**src/rtl/sdram_seq_pkg.sv**
```systemverilog
package sdram_seq_pkg;

    // {cs_n, ras_n, cas_n, we_n}
    typedef enum logic [3:0] {
        CMD_LMR = 4'b0000,
        CMD_REF = 4'b0001,
        CMD_PRE = 4'b0010,
        CMD_ACT = 4'b0011,
        CMD_WR  = 4'b0100,
        CMD_RD  = 4'b0101,
        CMD_NOP = 4'b0111
    } sd_cmd_e;

    typedef enum logic [2:0] {
        ST_POWERUP,
        ST_INIT_REF1,
        ST_INIT_REF2,
        ST_INIT_LMR,
        ST_IDLE,
        ST_ACCESS
    } seq_state_e;

endpackage

```
**src/rtl/sdram_refresh_timer.sv**
```systemverilog
module sdram_refresh_timer #(
    parameter int INTERVAL = 781
) (
    input  logic clk,
    input  logic rst_n,
    input  logic ref_ack,
    output logic ref_due
);
    localparam int CNT_W = $clog2(INTERVAL + 1);

    typedef struct packed {
        logic [CNT_W-1:0] cnt;
        logic             due;
    } tmr_t;

    tmr_t tmr_d, tmr_q;
    logic wrap;

    always_comb begin
        tmr_d = tmr_q;
        wrap  = (tmr_q.cnt == CNT_W'(INTERVAL - 1));
        tmr_d.cnt = wrap ? '0 : tmr_q.cnt + 1'b1;
        if (wrap)         tmr_d.due = 1'b1;
        else if (ref_ack) tmr_d.due = 1'b0;
    end

    always_ff @(posedge clk or negedge rst_n) begin
        if (!rst_n) tmr_q <= '0;
        else        tmr_q <= tmr_d;
    end

    assign ref_due = tmr_q.due;

    // a pending refresh is never dropped before it is acknowledged
    assert_due_sticky_R9: assert property (@(posedge clk) disable iff (!rst_n)
        (ref_due && !ref_ack) |=> ref_due);

endmodule

```
**src/rtl/sdram_read_capture.sv**
```systemverilog
module sdram_read_capture #(
    parameter int CAS_LAT = 3,
    parameter int DATA_W  = 16
) (
    input  logic              clk,
    input  logic              rst_n,
    input  logic              rd_issue,
    input  logic [DATA_W-1:0] dq_in,
    output logic              rd_valid,
    output logic [DATA_W-1:0] rd_data
);
    typedef struct packed {
        logic [CAS_LAT:0]  pipe;
        logic              valid;
        logic [DATA_W-1:0] data;
    } cap_t;

    cap_t cap_d, cap_q;

    always_comb begin
        cap_d       = cap_q;
        cap_d.pipe  = {cap_q.pipe[CAS_LAT-1:0], rd_issue};
        cap_d.valid = cap_q.pipe[CAS_LAT];
        if (cap_q.pipe[CAS_LAT]) cap_d.data = dq_in;
    end

    always_ff @(posedge clk or negedge rst_n) begin
        if (!rst_n) cap_q <= '0;
        else        cap_q <= cap_d;
    end

    assign rd_valid = cap_q.valid;
    assign rd_data  = cap_q.data;

endmodule

```
**src/rtl/sdram_seq.sv**
```systemverilog
module sdram_seq
    import sdram_seq_pkg::*;
#(
    parameter int BANK_W         = 2,
    parameter int ROW_W          = 13,
    parameter int COL_W          = 9,
    parameter int DATA_W         = 16,
    parameter int CAS_LAT        = 3,
    parameter int T_RCD          = 2,
    parameter int T_RP           = 2,
    parameter int T_WR           = 2,
    parameter int T_RFC          = 7,
    parameter int T_MRD          = 2,
    parameter int INIT_CYCLES    = 20000,
    parameter int REF_WINDOW_CYC = 6400000,
    parameter int REF_COUNT      = 8192
) (
    input  logic                      clk,
    input  logic                      rst_n,
    input  logic                      req_valid,
    input  logic                      req_write,
    input  logic [BANK_W+ROW_W+COL_W:0] req_addr,
    input  logic [DATA_W-1:0]         req_wdata,
    output logic                      req_ready,
    output logic                      rd_valid,
    output logic [DATA_W-1:0]         rd_data,
    output logic                      sd_cs_n,
    output logic                      sd_ras_n,
    output logic                      sd_cas_n,
    output logic                      sd_we_n,
    output logic [BANK_W-1:0]         sd_ba,
    output logic [ROW_W-1:0]          sd_addr,
    output logic [DATA_W/8-1:0]       sd_dqm,
    output logic [DATA_W-1:0]         sd_dq_out,
    output logic                      sd_dq_oe,
    input  logic [DATA_W-1:0]         sd_dq_in
);
    localparam int ADDR_W    = BANK_W + ROW_W + COL_W + 1;
    localparam int DQM_W     = DATA_W / 8;
    localparam int AP_BIT    = 10;
    localparam int RD_GAP    = CAS_LAT + T_RP;
    localparam int WR_GAP    = T_WR + T_RP;
    localparam int REF_IVL   = REF_WINDOW_CYC / REF_COUNT;
    localparam int TIMER_MAX = INIT_CYCLES + RD_GAP + WR_GAP + T_RFC + T_MRD + T_RCD;
    localparam int TIMER_W   = $clog2(TIMER_MAX + 1);
    localparam logic [ROW_W-1:0] MODE_WORD = ROW_W'(CAS_LAT << 4);

    typedef struct packed {
        seq_state_e          state;
        logic [TIMER_W-1:0]  timer;
        sd_cmd_e             cmd;
        logic [BANK_W-1:0]   ba;
        logic [ROW_W-1:0]    addr;
        logic [DQM_W-1:0]    dqm;
        logic [DATA_W-1:0]   dq_out;
        logic                dq_oe;
        logic                pend_write;
        logic [COL_W-1:0]    pend_col;
        logic                init_done;
    } seq_t;

    seq_t seq_d, seq_q;
    logic ref_due, ref_ack, tick, rd_issue;
    logic unused_byte_bit;

    assign unused_byte_bit = req_addr[0];
    assign tick      = (seq_q.timer == '0);
    assign req_ready = (seq_q.state == ST_IDLE) && tick && !ref_due;

    always_comb begin
        seq_d       = seq_q;
        seq_d.cmd   = CMD_NOP;
        seq_d.dq_oe = 1'b0;
        ref_ack     = 1'b0;
        if (!tick) seq_d.timer = seq_q.timer - 1'b1;
        unique case (seq_q.state)
            ST_POWERUP: if (tick) begin
                seq_d.cmd          = CMD_PRE;
                seq_d.addr         = '0;
                seq_d.addr[AP_BIT] = 1'b1;
                seq_d.timer        = TIMER_W'(T_RP - 1);
                seq_d.state        = ST_INIT_REF1;
            end
            ST_INIT_REF1: if (tick) begin
                seq_d.cmd   = CMD_REF;
                seq_d.timer = TIMER_W'(T_RFC - 1);
                seq_d.state = ST_INIT_REF2;
            end
            ST_INIT_REF2: if (tick) begin
                seq_d.cmd   = CMD_REF;
                seq_d.timer = TIMER_W'(T_RFC - 1);
                seq_d.state = ST_INIT_LMR;
            end
            ST_INIT_LMR: if (tick) begin
                seq_d.cmd       = CMD_LMR;
                seq_d.ba        = '0;
                seq_d.addr      = MODE_WORD;
                seq_d.dqm       = '0;
                seq_d.init_done = 1'b1;
                seq_d.timer     = TIMER_W'(T_MRD - 1);
                seq_d.state     = ST_IDLE;
            end
            ST_IDLE: if (tick) begin
                if (ref_due) begin
                    seq_d.cmd   = CMD_REF;
                    ref_ack     = 1'b1;
                    seq_d.timer = TIMER_W'(T_RFC - 1);
                end else if (req_valid) begin
                    seq_d.cmd        = CMD_ACT;
                    seq_d.ba         = req_addr[ADDR_W-1 -: BANK_W];
                    seq_d.addr       = req_addr[COL_W+ROW_W : COL_W+1];
                    seq_d.pend_col   = req_addr[COL_W:1];
                    seq_d.pend_write = req_write;
                    seq_d.dq_out     = req_wdata;
                    seq_d.timer      = TIMER_W'(T_RCD - 1);
                    seq_d.state      = ST_ACCESS;
                end
            end
            ST_ACCESS: if (tick) begin
                seq_d.cmd                 = seq_q.pend_write ? CMD_WR : CMD_RD;
                seq_d.addr                = '0;
                seq_d.addr[COL_W-1:0]     = seq_q.pend_col;
                seq_d.addr[AP_BIT]        = 1'b1;
                seq_d.dq_oe               = seq_q.pend_write;
                seq_d.timer               = seq_q.pend_write ? TIMER_W'(WR_GAP - 1)
                                                             : TIMER_W'(RD_GAP - 1);
                seq_d.state               = ST_IDLE;
            end
            default: seq_d.state = ST_POWERUP;
        endcase
    end

    assign rd_issue = (seq_d.cmd == CMD_RD);

    always_ff @(posedge clk or negedge rst_n) begin
        if (!rst_n) begin
            seq_q <= '{state: ST_POWERUP, timer: TIMER_W'(INIT_CYCLES - 1), cmd: CMD_NOP,
                       ba: '0, addr: '0, dqm: '1, dq_out: '0, dq_oe: 1'b0,
                       pend_write: 1'b0, pend_col: '0, init_done: 1'b0};
        end else begin
            seq_q <= seq_d;
        end
    end

    assign {sd_cs_n, sd_ras_n, sd_cas_n, sd_we_n} = seq_q.cmd;
    assign sd_ba     = seq_q.ba;
    assign sd_addr   = seq_q.addr;
    assign sd_dqm    = seq_q.dqm;
    assign sd_dq_out = seq_q.dq_out;
    assign sd_dq_oe  = seq_q.dq_oe;

    sdram_refresh_timer #(.INTERVAL(REF_IVL)) u_ref (
        .clk(clk), .rst_n(rst_n), .ref_ack(ref_ack), .ref_due(ref_due));

    sdram_read_capture #(.CAS_LAT(CAS_LAT), .DATA_W(DATA_W)) u_cap (
        .clk(clk), .rst_n(rst_n), .rd_issue(rd_issue), .dq_in(sd_dq_in),
        .rd_valid(rd_valid), .rd_data(rd_data));

    // ---------------- checks on the pin stream ----------------
    logic [3:0] pin_cmd;
    logic       pin_rd, pin_rw;
    logic [7:0] act_age_q, ref_age_q;

    assign pin_cmd = {sd_cs_n, sd_ras_n, sd_cas_n, sd_we_n};
    assign pin_rd  = (pin_cmd == CMD_RD);
    assign pin_rw  = pin_rd || (pin_cmd == CMD_WR);

    always_ff @(posedge clk or negedge rst_n) begin
        if (!rst_n) begin
            act_age_q <= '1;
            ref_age_q <= '1;
        end else begin
            act_age_q <= (pin_cmd == CMD_ACT) ? 8'd1 : (act_age_q == '1 ? act_age_q : act_age_q + 1'b1);
            ref_age_q <= (pin_cmd == CMD_REF) ? 8'd1 : (ref_age_q == '1 ? ref_age_q : ref_age_q + 1'b1);
        end
    end

    assert_trcd_R5: assert property (@(posedge clk) disable iff (!rst_n)
        pin_rw |-> (act_age_q == 8'(T_RCD)));

    assert_refresh_quiet_R10: assert property (@(posedge clk) disable iff (!rst_n)
        (ref_age_q < 8'(T_RFC)) |-> (pin_cmd == CMD_NOP));

    assert_ack_only_when_due_R10: assert property (@(posedge clk) disable iff (!rst_n)
        ref_ack |-> ref_due);

    assert_read_latency_R6: assert property (@(posedge clk) disable iff (!rst_n)
        rd_valid |-> $past(pin_rd, CAS_LAT + 1));

    assert_no_accept_early_R1: assert property (@(posedge clk) disable iff (!rst_n)
        (req_valid && req_ready) |-> seq_q.init_done);

endmodule

```
**config.mk**
```make
export PLATFORM = sky130hd
export DESIGN_NAME = sdram_seq
export DESIGN_NICKNAME = d
export VERILOG_FILES = /design/src/rtl/sdram_seq_pkg.sv /design/src/rtl/sdram_refresh_timer.sv /design/src/rtl/sdram_read_capture.sv /design/src/rtl/sdram_seq.sv
export SDC_FILE = /design/constraint.sdc
export NUM_CORES = 1
export LEC_CHECK = 0
export BUFFER_PORTS_ARGS = -buffer_cell sky130_fd_sc_hd__buf_2
export CORE_ASPECT_RATIO = 0.9
export CORE_MARGIN = 1.5
export CORE_UTILIZATION = 45
export DETAILED_ROUTE_END_ITERATION = 8
export GPL_ROUTABILITY_DRIVEN = 0
export GPL_TIMING_DRIVEN = 0
export PLACE_DENSITY_LB_ADDON = 0.25
export SYNTH_ARGS = -nofsm -noshare
export SYNTH_HDL_FRONTEND = slang
export SYNTH_SLANG_ARGS = --single-unit
```
**constraint.sdc**
```tcl
create_clock -name clk -period 2.22 [get_ports clk]
set_clock_uncertainty 0.15 [all_clocks]
set_input_delay 0 -clock clk [delete_from_list [all_inputs] [get_ports clk]]
set_output_delay 0 -clock clk [all_outputs]
set_load 0.02 [all_outputs]
```
# ---- Yosys cells after proc, flatten, opt, wreduce, memory -nomap -nowiden
# Cells that the tools add are included.
dict set report word_totals {
  rom_bits 0
  ff_bits 98
  latch_bits 0
  output_inout_bits 56
  input_bits 61
  n_memories 0
  ramBits 0
  wordCells 73
}
dict set report op_classes {
  addsub 2
  shifts 0
  bitwise 1
  n_reduce_logical 13
  div_mod_pow 0
  mul 0
  n_mux 27
  n_eq_ne 15
  order_cmp 0
}
# op count
set ops {}
lappend ops {{one-hot mux 19 bit (6 select lines)} 1}
lappend ops {{2-to-1 mux 22 bit} 4}
lappend ops {{2-to-1 mux 37 bit} 2}
lappend ops {{one-hot mux 13 bit (4 select lines)} 1}
lappend ops {{2-to-1 mux 39 bit} 1}
lappend ops {{2-to-1 mux 15 bit} 2}
lappend ops {{2-to-1 mux 13 bit} 2}
lappend ops {{2-to-1 mux 19 bit} 1}
lappend ops {{one-hot mux 3 bit (6 select lines)} 1}
lappend ops {{inequality test 2 bit (second input constant)} 8}
lappend ops {{logical NOT 15 bit} 1}
lappend ops {{subtractor 15 x 1 -> 15 bit (second input constant)} 1}
lappend ops {{adder 10 x 1 -> 10 bit (second input constant)} 1}
lappend ops {{== test 10 bit (second input constant)} 1}
lappend ops {{2-to-1 mux 10 bit} 1}
lappend ops {{2-to-1 mux 1 bit} 8}
lappend ops {{AND reduction 8 bit} 1}
lappend ops {{AND reduction 7 bit} 1}
lappend ops {{== test 3 x 2 -> 1 bit (second input constant)} 2}
lappend ops {{== test 3 bit (second input constant)} 2}
lappend ops {{2-to-1 mux 3 bit} 2}
lappend ops {{AND reduction 5 bit} 1}
lappend ops {{== test 4 x 3 -> 1 bit (second input constant)} 1}
lappend ops {{one-hot mux 2 bit (2 select lines)} 1}
lappend ops {{other kinds (9)} 11}

# ---- Longest topological paths before layout
dict set report logic_depth {
  ltp_word 7
  mapped_depth 11
}

# ---- Modules after synthesis
# A second synthesis with hierarchy kept.
dict set report unflattened {
  cells_unflattened 366
  area_unflattened_um2 4519.3
}
# mod area_each_um2 instances seq_area_each_um2 cells_per_inst
set by_module_without_submodules {}
lappend by_module_without_submodules {sdram_seq 3209.3 1 1617.8 278}
lappend by_module_without_submodules {sdram_read_capture 774.5 1 525.5 39}
lappend by_module_without_submodules {sdram_refresh_timer 535.5 1 275.3 49}

# ---- Least setup slack after synthesis
# No wires, ideal clock.
dict set report synth_timing {
  kind {register -> register}
  start {register seq_q[49] (netlist bit)}
  end {register seq_q[49] (netlist bit)}
  slack_ps -192
  n_path_buf 1
  period_less_slack_ps 2412
  stages_incl_launch_ff 12
  t_required_ps 2008
  arrival_time_ps 2200
  cell_sequence {dfstp_2 > inv_1 > ha_1 > nor2b_1 > and4_1 > buf_6 > inv_4 > ha_1 > nor2b_1 > o31a_1 > mux2i_1 > a221o_1}
}
# item line
set synth_rtl {}
lappend synth_rtl {{start, declared} sdram_seq.sv:62} ;# seq_t seq_d, seq_q;
lappend synth_rtl {{start signal, assigned} sdram_seq.sv:137} ;# seq_q <= '{state: ST_POWERUP, timer: TIMER_W'(INIT_CYCLES - 1), cmd: CMD_NOP,
lappend synth_rtl {{start signal, assigned} sdram_seq.sv:141} ;# seq_q <= seq_d;

==> flow_metrics.py <==
metrics = {
    "cts": {
        "clk_pin_slew_ns": 0.07,
        "clk_latency_ns": 0.35,
        "clockBufferDepth": 2,
        "htreeDepth": 3,
        "clock-sinks": 96,
        "clockRootBuffer": "clkbuf_16",
        "cts_buffers": 9,
        "tritoncts": "done",
    },
    "cells_and_area": {
        "num-nets-final": 651,
        "utilization_pct": 68.27,
        "num-fill-cells": 701,
        "area_delta_synth_final_pct": 46.31,
        "final_cell_mix": "114 x buf_2, 83 x dfrtp_1, 59 x dlygate4sd3_1",
        "final_common_cell": "buf_2",
        "fin_area_um2": 6680,
        "drive_gt1_share_pct": 49.24,
        "diodes": 0,
        "multi_input_area_um2": 1938,
        "seq_area_um2": 2419,
    },
    "floorplan": {
        "start_util_pct": 46.66,
        "ios": 117,
        "core_um2": 9784,
        "die_w_um": 109.2,
        "die_h_um": 98.56,
        "num_rows": 34,
        "dieArea_um2": 10760,
    },
    "placement": {
        "place_area_um2": 5364,
        "port_buffers": 114,
        "place_hpwl_mm": 6.638,
    },
    "global_routing": {
        "grt_max_degree": 66,
        "grt_first_pass_wirelength_mm": 17.20,
        "first_global_vias": 3701,
        "grt_use_total_pct": 20.56,
        "grt_overflow": 0,
        "antenna_found_initial": 0,
    },
    "timing": {
        "setup_viol": 26,
        "tns_ns": -0.7012,
        "drv_slew": 0,
        "rsz0062_at_grt": "yes",
        "timing.final.hold_violations": 0,
        "whs_ns": 0.004709,
        "period_share_pct": 104.2,
        "worst_pin_slew_ns": 0.7388,
        "period_minus_slack_ns": 2.314,
        "layout_setup_ws_ns": -0.09359,
        "fmax_ghz": 0.4322,
        "slew_headroom_pct": 50.34,
    },
    "route": {
        "drt_iter0_drc": 139,
        "wl_per_cell_um": 15.45,
        "drc": 0,
        "postRouteAntennaNets": 0,
        "drt-total-wl_mm": 11.05,
        "routed_via_density": 4.926,
        "dr_total_vias": 3522,
        "detail_route.first_pass.iterations": 4,
    },
    "yosys": {
        "syn_nets": 441,
        "ys_async_sr_fraction_pct": 100.0,
        "syn_avg_cell_area_um2": 12.21,
        "netlist_area_um2": 4566,
        "ys_ff_latch": 96,
        "synth-edff-count": 0,
        "synth.distinct_cells": 55,
        "yosysSeqAreaShare_pct": 52.97,
        "ys.flop_type": "dfrtp_1",
        "netlist_instances": 374,
        "yosysWarnings": 0,
    },
    "run_status": {
        "outcome": "finished with violations",
        "violations": "negative setup slack",
    },
    "critical_path": {
        "critPathRequiredTime_ns": 2.35,
        "path_class": "reg2reg",
        "start_kind": "flop",
        "cp-end-kind": "flop",
        "arrival_ns": 2.45,
        "reg2reg_to": "seq_q[49]$_DFF_PN1_",
        "rrSetupSlack_ns": -0.09,
        "r2r_start": "seq_q[49]$_DFF_PN1_",
        "rr_worst_depth": 11,
        "worstPathMaxFanout": 5,
    },
    "pwr": {
        "p_leak_nw": 3.235,
        "powerDensity_nw_per_um2": 748.0,
        "power.total_mw": 4.996,
        "ir_drop_uv": 433.4,
    },
    "run": {
        "drv_cap": 0,
    },
    "worst_hold_path": {
        "min_path_type": "in2async",
    },
}
[cell usage after synthesis (5+ instances only)]
cell | count | area (um^2)
ha_1 | 6 | 75.07
nor2b_1 | 7 | 43.79
dfstp_2 | 13 | 341.6
mux2_4 | 7 | 105.1
nor3_1 | 5 | 25.02
xor2_1 | 8 | 70.07
mux2_2 | 45 | 506.7
nand2_1 | 14 | 52.55
a21oi_1 | 5 | 25.02
nand4_1 | 5 | 31.28
o21ai_0 | 10 | 50.05
nand3_1 | 7 | 35.03
nor4_1 | 5 | 31.28
xnor2_1 | 12 | 105.1
nor2_1 | 22 | 82.58
dfrtp_1 | 83 | 2077
clkbuf_1 | 7 | 26.28
inv_1 | 13 | 48.80
a32o_1 | 8 | 80.08
buf_4 | 36 | 270.3
[critical path: stages (launching register included)]
cell,delay [ns]
dfstp_2,0.56
inv_4,0.05
ha_4,0.15
nor2b_4,0.12
and4_1,0.17
buf_6,0.14
inv_8,0.08
ha_4,0.20
nor2b_4,0.12
o31a_1,0.23
mux2i_1,0.13
a221o_1,0.16
[how the worst max path moves through the flow]
stage / startpoint / slack, ns / end / depth (start not counted)
3_3_place_gp: seq_q[49]$_DFF_PN1_ / -0.20 / seq_q[49]$_DFF_PN1_ / 11
2_1_floorplan: seq_q[49]$_DFF_PN1_ / -0.06 / seq_q[49]$_DFF_PN1_ / 11
6_report: seq_q[49]$_DFF_PN1_ / -0.09 / seq_q[49]$_DFF_PN1_ / 11
3_5_place_dp: seq_q[50]$_DFF_PN1_ / -0.23 / seq_q[49]$_DFF_PN1_ / 11
5_1_grt: seq_q[50]$_DFF_PN1_ / -0.16 / seq_q[49]$_DFF_PN1_ / 11
4_1_cts: seq_q[50]$_DFF_PN1_ / -0.08 / seq_q[49]$_DFF_PN1_ / 11
[final cells by class]
cell class | instances | area share [%]
Sequential cell | 96 | 36.21
Multi-Input combinational cell | 215 | 29.01
Timing Repair Buffer | 200 | 21.39
Buffer | 48 | 5.450
Clock buffer | 9 | 3.371
Tap cell | 126 | 2.360
Clock inverter | 7 | 1.274
Inverter | 14 | 0.9365
[kinds of logic (layout without fill, tap and decap cells)]
kind of cell	Yosys count	count (layout)	synth area share, %
AO/OA/AOI/OAI	48	48	8.249
XOR/XNOR	20	20	3.837
adder cells (fa/ha/maj)	6	6	1.644
buffers and inverters	63	278	8.934
flip-flops	96	96	52.97
multiplexers	54	54	13.84
other	1	1	0.08214
AND/OR/NAND/NOR	86	86	10.44
[per-layer routing]
metal,vias to the layer above,global-route usage (%),share of wire (%)
li1,1686,-,-
met1,1719,24.92,44
met2,103,35.91,49
met3,14,5.291,5.4
met4,0,5.894,1.5
met5,-,0,0
[flip-flops by register name, summed over array words and instances, names as in the netlist]
name            flops
pin_cmd             3
sd_addr            13
sd_ba               2
sd_dq_oe            1
sd_dq_out          16
sd_dqm              1
seq_q              28
u_cap.cap_d         4
u_cap.rd_data      16
u_cap.rd_valid      1
u_ref.ref_due       1
u_ref.tmr_q        10
[what timing repair did]
action | CTS | global route
cloned | 0 | 1
pin swaps | 2 | 5
setup endpoints to repair | 42 | 46
hold endpoints to repair | 143 | 0
buffers inserted | 12 | 14
gates resized for setup | 16 | 41
hold buffers | 59 | 0
[power breakdown]
group	switching [mW]	total (mW)	internal, mW
registers	0.232	2.25	2.02
clock network	0.727	1.63	0.900
logic	0.489	1.12	0.631
[per-stage QoR]
step / instances / worst slack [ns]
finish: 715 / -0.09359
global route: 715 / -0.1625
global placement: 614 / -0.1965
detailed placement: 615 / -0.2290
floorplan: 374 / -0.05791
CTS: 702 / -0.07778
(Power assumes the default switching activity.)
